$ cat src/rtl/dptr_pkg.sv
package dptr_pkg;
  localparam int SFR_AW = 8;
  localparam logic [SFR_AW-1:0] ADR_PTR_LO = 8'h82;
  localparam logic [SFR_AW-1:0] ADR_PTR_HI = 8'h83;
  localparam logic [SFR_AW-1:0] ADR_CTL    = 8'hA2;
  localparam int CTL_SEL_BIT   = 0;
  localparam int CTL_ZERO_BIT  = 2;
  localparam int CTL_WAKE_BIT  = 3;
  localparam int CTL_SPARE_BIT = 4;

  typedef enum logic [2:0] {
    PO_NONE,
    PO_WR_LO,
    PO_WR_HI,
    PO_LOAD,
    PO_INC
  } ptr_op_e;
endpackage

$ cat src/rtl/dptr_decode.sv
module dptr_decode
  import dptr_pkg::*;
(
  input  logic              sfr_wr,
  input  logic [SFR_AW-1:0] sfr_addr,
  input  logic              load_valid,
  input  logic              inc,
  output ptr_op_e           op,
  output logic              ctl_wr,
  output logic              load_ready
);
  logic wr_lo, wr_hi;

  assign wr_lo      = sfr_wr && (sfr_addr == ADR_PTR_LO);
  assign wr_hi      = sfr_wr && (sfr_addr == ADR_PTR_HI);
  assign ctl_wr     = sfr_wr && (sfr_addr == ADR_CTL);
  assign load_ready = !(wr_lo || wr_hi);

  // priority: byte write, then load, then increment
  always_comb begin
    if (wr_lo)                         op = PO_WR_LO;
    else if (wr_hi)                    op = PO_WR_HI;
    else if (load_valid && load_ready) op = PO_LOAD;
    else if (inc)                      op = PO_INC;
    else                               op = PO_NONE;
  end
endmodule

$ cat src/rtl/dptr_bank.sv
module dptr_bank
  import dptr_pkg::*;
#(
  parameter int BYTE_W  = 8,
  parameter int NUM_PTR = 2,
  localparam int PTR_W  = 2 * BYTE_W,
  localparam int SEL_W  = (NUM_PTR > 1) ? $clog2(NUM_PTR) : 1
) (
  input  logic                     clk,
  input  logic                     rst_n,
  input  ptr_op_e                  op,
  input  logic [SEL_W-1:0]         sel,
  input  logic [BYTE_W-1:0]        wbyte,
  input  logic [PTR_W-1:0]         load_data,
  output logic [NUM_PTR*PTR_W-1:0] ptr_flat
);
  for (genvar g = 0; g < NUM_PTR; g++) begin : g_ptr
    logic [PTR_W-1:0] q;
    always_ff @(posedge clk or negedge rst_n) begin
      if (!rst_n) begin
        q <= '0;
      end else if (sel == SEL_W'(g)) begin
        case (op)
          PO_WR_LO: q[BYTE_W-1:0]     <= wbyte;
          PO_WR_HI: q[PTR_W-1:BYTE_W] <= wbyte;
          PO_LOAD:  q                 <= load_data;
          PO_INC:   q                 <= q + PTR_W'(1);
          default:  ;
        endcase
      end
    end
    assign ptr_flat[g*PTR_W +: PTR_W] = q;
  end
endmodule

$ cat src/rtl/dptr_ctl.sv
module dptr_ctl
  import dptr_pkg::*;
#(
  parameter int BYTE_W = 8,
  parameter int SEL_W  = 1
) (
  input  logic              clk,
  input  logic              rst_n,
  input  logic              wr_en,
  input  logic [SEL_W-1:0]  sel_d,
  input  logic              wake_d,
  input  logic              spare_d,
  output logic [SEL_W-1:0]  sel_q,
  output logic [BYTE_W-1:0] rb
);
  logic wake_q, spare_q;

  always_ff @(posedge clk or negedge rst_n) begin
    if (!rst_n) begin
      sel_q   <= '0;
      wake_q  <= 1'b0;
      spare_q <= 1'b0;
    end else if (wr_en) begin
      sel_q   <= sel_d;
      wake_q  <= wake_d;
      spare_q <= spare_d;
    end
  end

  // bits without storage, including the hard-wired bit, read as zero
  always_comb begin
    rb                = '0;
    rb[SEL_W-1:0]     = sel_q;
    rb[CTL_WAKE_BIT]  = wake_q;
    rb[CTL_SPARE_BIT] = spare_q;
  end
endmodule

$ cat src/rtl/dual_dptr_unit.sv
module dual_dptr_unit
  import dptr_pkg::*;
#(
  parameter int BYTE_W  = 8,
  parameter int NUM_PTR = 2,
  localparam int PTR_W  = 2 * BYTE_W,
  localparam int SEL_W  = (NUM_PTR > 1) ? $clog2(NUM_PTR) : 1
) (
  input  logic              clk,
  input  logic              rst_n,
  input  logic              sfr_wr,
  input  logic [SFR_AW-1:0] sfr_addr,
  input  logic [BYTE_W-1:0] sfr_wdata,
  output logic [BYTE_W-1:0] sfr_rdata,
  input  logic              load_valid,
  output logic              load_ready,
  input  logic [PTR_W-1:0]  load_data,
  input  logic              inc,
  output logic [PTR_W-1:0]  addr_o
);
  ptr_op_e                  op;
  logic                     ctl_wr;
  logic [SEL_W-1:0]         sel_q;
  logic [BYTE_W-1:0]        ctl_rb;
  logic [NUM_PTR*PTR_W-1:0] ptr_flat;
  logic [PTR_W-1:0]         active;

  dptr_decode u_dec (
    .sfr_wr     (sfr_wr),
    .sfr_addr   (sfr_addr),
    .load_valid (load_valid),
    .inc        (inc),
    .op         (op),
    .ctl_wr     (ctl_wr),
    .load_ready (load_ready)
  );

  dptr_ctl #(.BYTE_W(BYTE_W), .SEL_W(SEL_W)) u_ctl (
    .clk     (clk),
    .rst_n   (rst_n),
    .wr_en   (ctl_wr),
    .sel_d   (sfr_wdata[SEL_W-1:0]),
    .wake_d  (sfr_wdata[CTL_WAKE_BIT]),
    .spare_d (sfr_wdata[CTL_SPARE_BIT]),
    .sel_q   (sel_q),
    .rb      (ctl_rb)
  );

  dptr_bank #(.BYTE_W(BYTE_W), .NUM_PTR(NUM_PTR)) u_bank (
    .clk       (clk),
    .rst_n     (rst_n),
    .op        (op),
    .sel       (sel_q),
    .wbyte     (sfr_wdata),
    .load_data (load_data),
    .ptr_flat  (ptr_flat)
  );

  assign active = ptr_flat[sel_q*PTR_W +: PTR_W];
  assign addr_o = active;

  always_comb begin
    case (sfr_addr)
      ADR_PTR_LO: sfr_rdata = active[BYTE_W-1:0];
      ADR_PTR_HI: sfr_rdata = active[PTR_W-1:BYTE_W];
      ADR_CTL:    sfr_rdata = ctl_rb;
      default:    sfr_rdata = '0;
    endcase
  end
endmodule

$ cat config.mk
export PLATFORM = sky130hd
export DESIGN_NAME = dual_dptr_unit
export DESIGN_NICKNAME = d
export VERILOG_FILES = /design/src/rtl/dptr_pkg.sv /design/src/rtl/dptr_decode.sv /design/src/rtl/dptr_bank.sv /design/src/rtl/dptr_ctl.sv /design/src/rtl/dual_dptr_unit.sv
export SDC_FILE = /design/constraint.sdc
export NUM_CORES = 1
export LEC_CHECK = 0
export ABC_AREA = 1
export BUFFER_PORTS_ARGS = -buffer_cell sky130_fd_sc_hd__buf_4
export CAP_MARGIN = 30
export CORE_ASPECT_RATIO = 0.9
export CORE_UTILIZATION = 44
export DETAILED_ROUTE_END_ITERATION = 8
export PLACE_DENSITY = 0.69
export SYNTH_ARGS = -nofsm -noshare
export SYNTH_HDL_FRONTEND = slang
export SYNTH_SLANG_ARGS = --single-unit
export TNS_END_PERCENT = 5
$ cat constraint.sdc
create_clock -name clk -period 1.3 [get_ports clk]
set_input_delay 0.065 -clock clk [delete_from_list [all_inputs] [get_ports clk]]
set_output_delay 0.065 -clock clk [all_outputs]
set_load 0.1 [all_outputs]
# Word level (Yosys, flattened, before mapping)
# Index checks and enable logic that the tools add are counted.
# W data, S select, Z words.
[word_totals]
regBits = 35
in_bits = 37
output_inout_bits = 25
wordCells = 39
[op_classes]
add_sub_neg = 2
n_eq_ne = 7
shift = 1
muxes = 9
bitwise = 1
n_reduce_logical = 12
[op_table]
columns = ["operator", "n"]
rows = [
  ["$pmux W8 S3", 5],
  ["$add A16 B1 Y16 const B", 2],
  ["$shiftx A32 B6 Y16", 1],
  ["$eq A8 B8 Y1 const B", 3],
  ["$mux W3", 4],
  ["$reduce_and A2 Y1", 4],
  ["$eq A3 B2 Y1 const B", 2],
  ["$reduce_bool A3 Y1", 2],
  ["$logic_and A1 B1 Y1", 4],
  ["$eq A3 B1 Y1 const B", 1],
  ["$eq A3 B3 Y1 const B", 1],
  ["$logic_not A1 Y1", 1],
  ["$logic_or A1 B1 Y1", 1],
  ["$not A1 Y1", 1],
]

# Depth between registers and ports, before layout
[logic_depth]
ltp_word = 11
ltp_mapped = 11
ltp_nobuf = 11

# Cells and area by module
# A second synthesis with hierarchy kept.
[unflattened]
cells_unflattened = 514
hier_area_um2 = 3224.3
[modules_own_cells]
columns = ["module", "n_inst", "cells_per_inst", "area_per_inst_um2", "seq_area_each_um2"]
rows = [
  ["dptr_bank", 1, 371, 2407.3, 800.8],
  ["dual_dptr_unit", 1, 102, 524.3, 0.0],
  ["dptr_ctl", 1, 22, 176.4, 75.1],
  ["dptr_decode", 1, 19, 116.4, 0.0],
]

# Worst setup path before layout
# No wires, ideal clock.
[synth_timing]
path_type = "flip-flop to output port"
startpoint = "register u_ctl.sel_q"
endpoint = "output sfr_rdata[3]"
t_arrival_ns = 3.978
required_time_ns = 1.235
slack_ns = -2.743
path_stages_with_launch = 6
n_path_buf = 2
path_cell_list = "dfrtp_1 > buf_2 > clkbuf_1 > o21ai_0 > nand2_1 > o211ai_1"
[synth_via]
elab_chain_cells = 2
[synth_lines]
columns = ["element", "line", "text"]
rows = [
  ["from (decl)", "dptr_ctl.sv:13", "output logic [SEL_W-1:0] sel_q,"],
  ["from (signal assigned)", "dptr_ctl.sv:24", "sel_q <= sel_d;"],
  ["$shiftx A32 B6 Y16", "dual_dptr_unit.sv:59", "assign active = ptr_flat[sel_q*PTR_W +: PTR_W];"],
  ["via addr_o[11]", "dual_dptr_unit.sv:19", "output logic [PTR_W-1:0] addr_o"],
  ["$pmux W8 S3", "dual_dptr_unit.sv:63", "case (sfr_addr)"],
  ["to (decl)", "dual_dptr_unit.sv:14", "output logic [BYTE_W-1:0] sfr_rdata,"],
]
# The timed path passes the listed nets, and every way through them passes these cells.

# Worst setup path after layout
[layout_timing]
startpoint = "register u_ctl.sel_q"
endpoint = "output sfr_rdata[4]"
[layout_via]
elab_chain_cells = 2
[layout_lines]
columns = ["element", "line"]
rows = [
  ["$shiftx A32 B6 Y16", "dual_dptr_unit.sv:59"],
  ["$pmux W8 S3", "dual_dptr_unit.sv:63"],
]
# No other way between the ends.

==> impl_results.md <==
* Status: complete, but fails checks
* Failing checks: hold timing, setup timing
* First-pass GRT wire length at roughly 18000 um
* Avg Inst Size Synth at just over 6 um2
* Antenna Cells at 0
* Period minus WS final at approximately 1.7 ns
* Area leader, netlist: dfrtp_1
* Critical Path End Type: output pin
* Met3 routed WL at just under 900 um
* Core area at 0.006621 mm2
* Leak at about 2.6 nW
* Register Area at roughly 900 um2
* Final hold violation count at 1
* Routability Congestion at about 0.93
* Area occupied by multi-input gates at roughly 0.0022 mm2
* Comb pwr share at roughly 55%
* Worst skew pair latency at 0.29 ns
* Sequential fraction of the synthesis area at approximately 29%
* Worst r2r path cells at 10
* Final Cycle Share at 128.3%
* Clock edge transition at the registers on the reported setup and hold paths at 0.07 ns
* Worst path cell trace: buf_12, o21ai_4, nand2_1, o211ai_1, buf_6
* Worst Hold Depth at 3
* Power per cell area at between 1000 and 1500 mW/mm2
* Synth Area in XOR/XNOR at approximately 4.6%
* Main combinational cell family by area after synthesis: simple AND/OR/NAND/NOR gates
* Placed insts at ~730
* H-Tree Depth at 2
* Final wirelength at between 10000 and 15000 um
* Synth warnings at 0
* Total Power at about 0.0052 W
* WP data required at 1.24 ns
* Clock power frac at 15.3%
* Seq pwr share at a little under 30%
* Clock sinks at 35
* WP buf/inv at 2
* Final net count at between 600 and 700
* DR WL/cell at 15.96 um
* Critical path's largest stage delay at 0.48 ns
* Slowest CP cell: dfrtp_2
* Die Width at a little under 90 um
* Gr ovfl total at 0
* Post-Synth Simple-Gate Area at about half
* Worst Path Arrival at around 1.6 ns
* Area growth, synth to finish at 62.98%
* WP depth at 5
* Mapped Area at a little over 0.003 mm2
* Worst slew margin at between 60% and 70%
* Worst path top cell family by delay: flip-flops
* Worst Path Class, Setup: reg2out
* Switch Pwr at about 0.0024 W
* Post-placement worst setup slack at -0.2541 ns
* Crit-path max FO at 17
* Worst hold slack at -0.001030 ns
* Antenna violations before repair at 0
* Syn Inst Count at ~500
* Switching share of total power at between 40 and 50%
* Power Internal at around 0.0029 W
* Initial DRC count at ~280
* Most frequent cells in the layout: nand2_1 (201), buf_4 (119), inv_1 (49), nor2_1 (40), nand3_1 (37)
* Largest cells by area after synthesis: dfrtp_1 (29%), nand2_1 (28%), nor2_1 (7.1%), nand3_1 (6.4%), inv_1 (6.3%)
* Full die area at between 0.007 and 0.008 mm2
* Cell variety after synth at 26
* DRC viols at 0
* Max clock buf depth at 2
* Synth Net Count at ~540
* All-layer global routing usage at between 30 and 40%
* Die H at 80.70 um
* Final WS setup at -0.3673 ns
* F_max at 0.5998 GHz
* Max-cap violations at 0
* Root Buffer: clkbuf_8
* Total count of max-transition violations in the final report at 0
* Drt first pass iters at 5
* Via count at slightly below 4k
* Min-delay worst type: in2reg
* Unrepaired setup endpoints after global routing: yes
* Post-route ant nets at 0
* Num rows at 28
* Synth top area share at roughly 29%
* Num ports at between 60 and 70
* CTS tree: done
* Initial core utilization at 45.73%
* Worst Setup Start Kind: flop
* FILL cells at about 560
* WL met1 at roughly 4900 um
* Pin count of the biggest net entering global routing at 36
* DR vias/cell at around 5.3
* CTS Buf Count at 5
* Worst Tran Pin Value at about 0.50 ns
* Most common cell after layout, fill and taps aside: nand2_1
* Fraction of layout cells with a size suffix above 1 at a little under 40%
* Setup TNS Final at -7.283 ns
* Post-route non-filler standard cell count at about 750
* Routed wl met2 at slightly below 6000 um
* Number of global-route vias before repair at 3690
* Port bufs at 61
* Clk_skew at 0.006364 ns
* Fraction of the mapped netlist area in adder cells at 0.8264%
* # setup viols final at 47
* Multiplexer area fraction after synthesis at 0%
* Top routing layer used: met4
* #FFs+latches synth at 35
* Complex-gate fraction of the synthesized area at under 10%
* Placed wire-length estimate at 9024 um
* Peak supply drop at 842.2 uV
## what timing repair did
item	CTS	global route
pin swaps	10	16
setup buffers	2	3
endpoints found under the hold margin	35	0
hold buffers	1	0
setup endpoints to repair	48	55
resized for setup	94	45
## power groups by stage
stage | clock network (W) | registers [W] | logic (W)
finish | 0.000803 | 0.00154 | 0.00290
global route | 0.000869 | 0.00156 | 0.00310
CTS | 0.000812 | 0.00150 | 0.00276
detailed placement | 0 | 0.00150 | 0.00246
global placement | 0 | 0.00150 | 0.00244
floorplan | 0 | 0.00149 | 0.00159
## registers in the layout, indices dropped and copies added, names as in the netlist
name	flops
u_bank.g_ptr.q	32
u_ctl.wake_q	1
u_ctl.spare_q	1
u_ctl.sel_q	1
## worst reg2reg max path: stages, from the launching register on
cell,delay (ns)
dfrtp_1,0.41
buf_6,0.13
ha_4,0.17
buf_4,0.14
nand2_4,0.07
xor2_1,0.13
inv_1,0.05
nand2_1,0.06
nand3_1,0.06
nand2_1,0.07
nand2_1,0.04
## final timing paths
check                                      from                    to  slack [ns]
max                                 u_ctl.sel_q          sfr_rdata[4]       -0.37
min                                sfr_wdata[4]         u_ctl.spare_q      -0.001
max reg2reg                u_bank.g_ptr[0].q[0]  u_bank.g_ptr[0].q[6]       -0.14
min reg2reg                       u_ctl.spare_q         u_ctl.spare_q        0.54
max in group asynchronous                 rst_n           u_ctl.sel_q        0.64
min in group asynchronous                 rst_n  u_bank.g_ptr[1].q[2]        0.27
## cell usage after synthesis, drive strengths merged
cell,count
nand2,233
nand4,9
clkinv,1
xnor2,3
ha,2
nor4,1
xor2,13
a32o,5
nand3,42
a21oi,1
o211ai,3
nor2,64
clkbuf,1
dfrtp,35
o21ai,25
buf,5
inv,59
## per-stage QoR
stage / util (%) / cell area (um2)
final: 74.53 / 4935
after global placement: 65.34 / 4327
after detailed placement: 65.34 / 4327
after global routing: 74.53 / 4935
after floorplan: - / 3174
after CTS: 72.03 / 4770
## kinds of logic after synthesis
| group | count (synthesis) |
|---|---|
| compound gates | 34 |
| xor+xnor | 16 |
| buf+inv | 66 |
| flops | 35 |
| fa+ha+maj | 2 |
| simple gates | 349 |
## per-layer routing
layer,vias to the layer above,GRT usage (%)
met1,1842,43.05
met2,220,58.63
met5,-,0
li1,1891,-
met4,0,11.75
met3,25,6.886
## layout make-up
cell class	count	area share, %
repair buffers	152	29.31
multi-input cells	401	44.09
inverters	60	4.817
well taps	90	2.282
clock inverters	1	0.1014
clock buffers	7	1.547
flip-flops and latches	35	17.85
No activity file was read; power rests on OpenSTA's default activity.
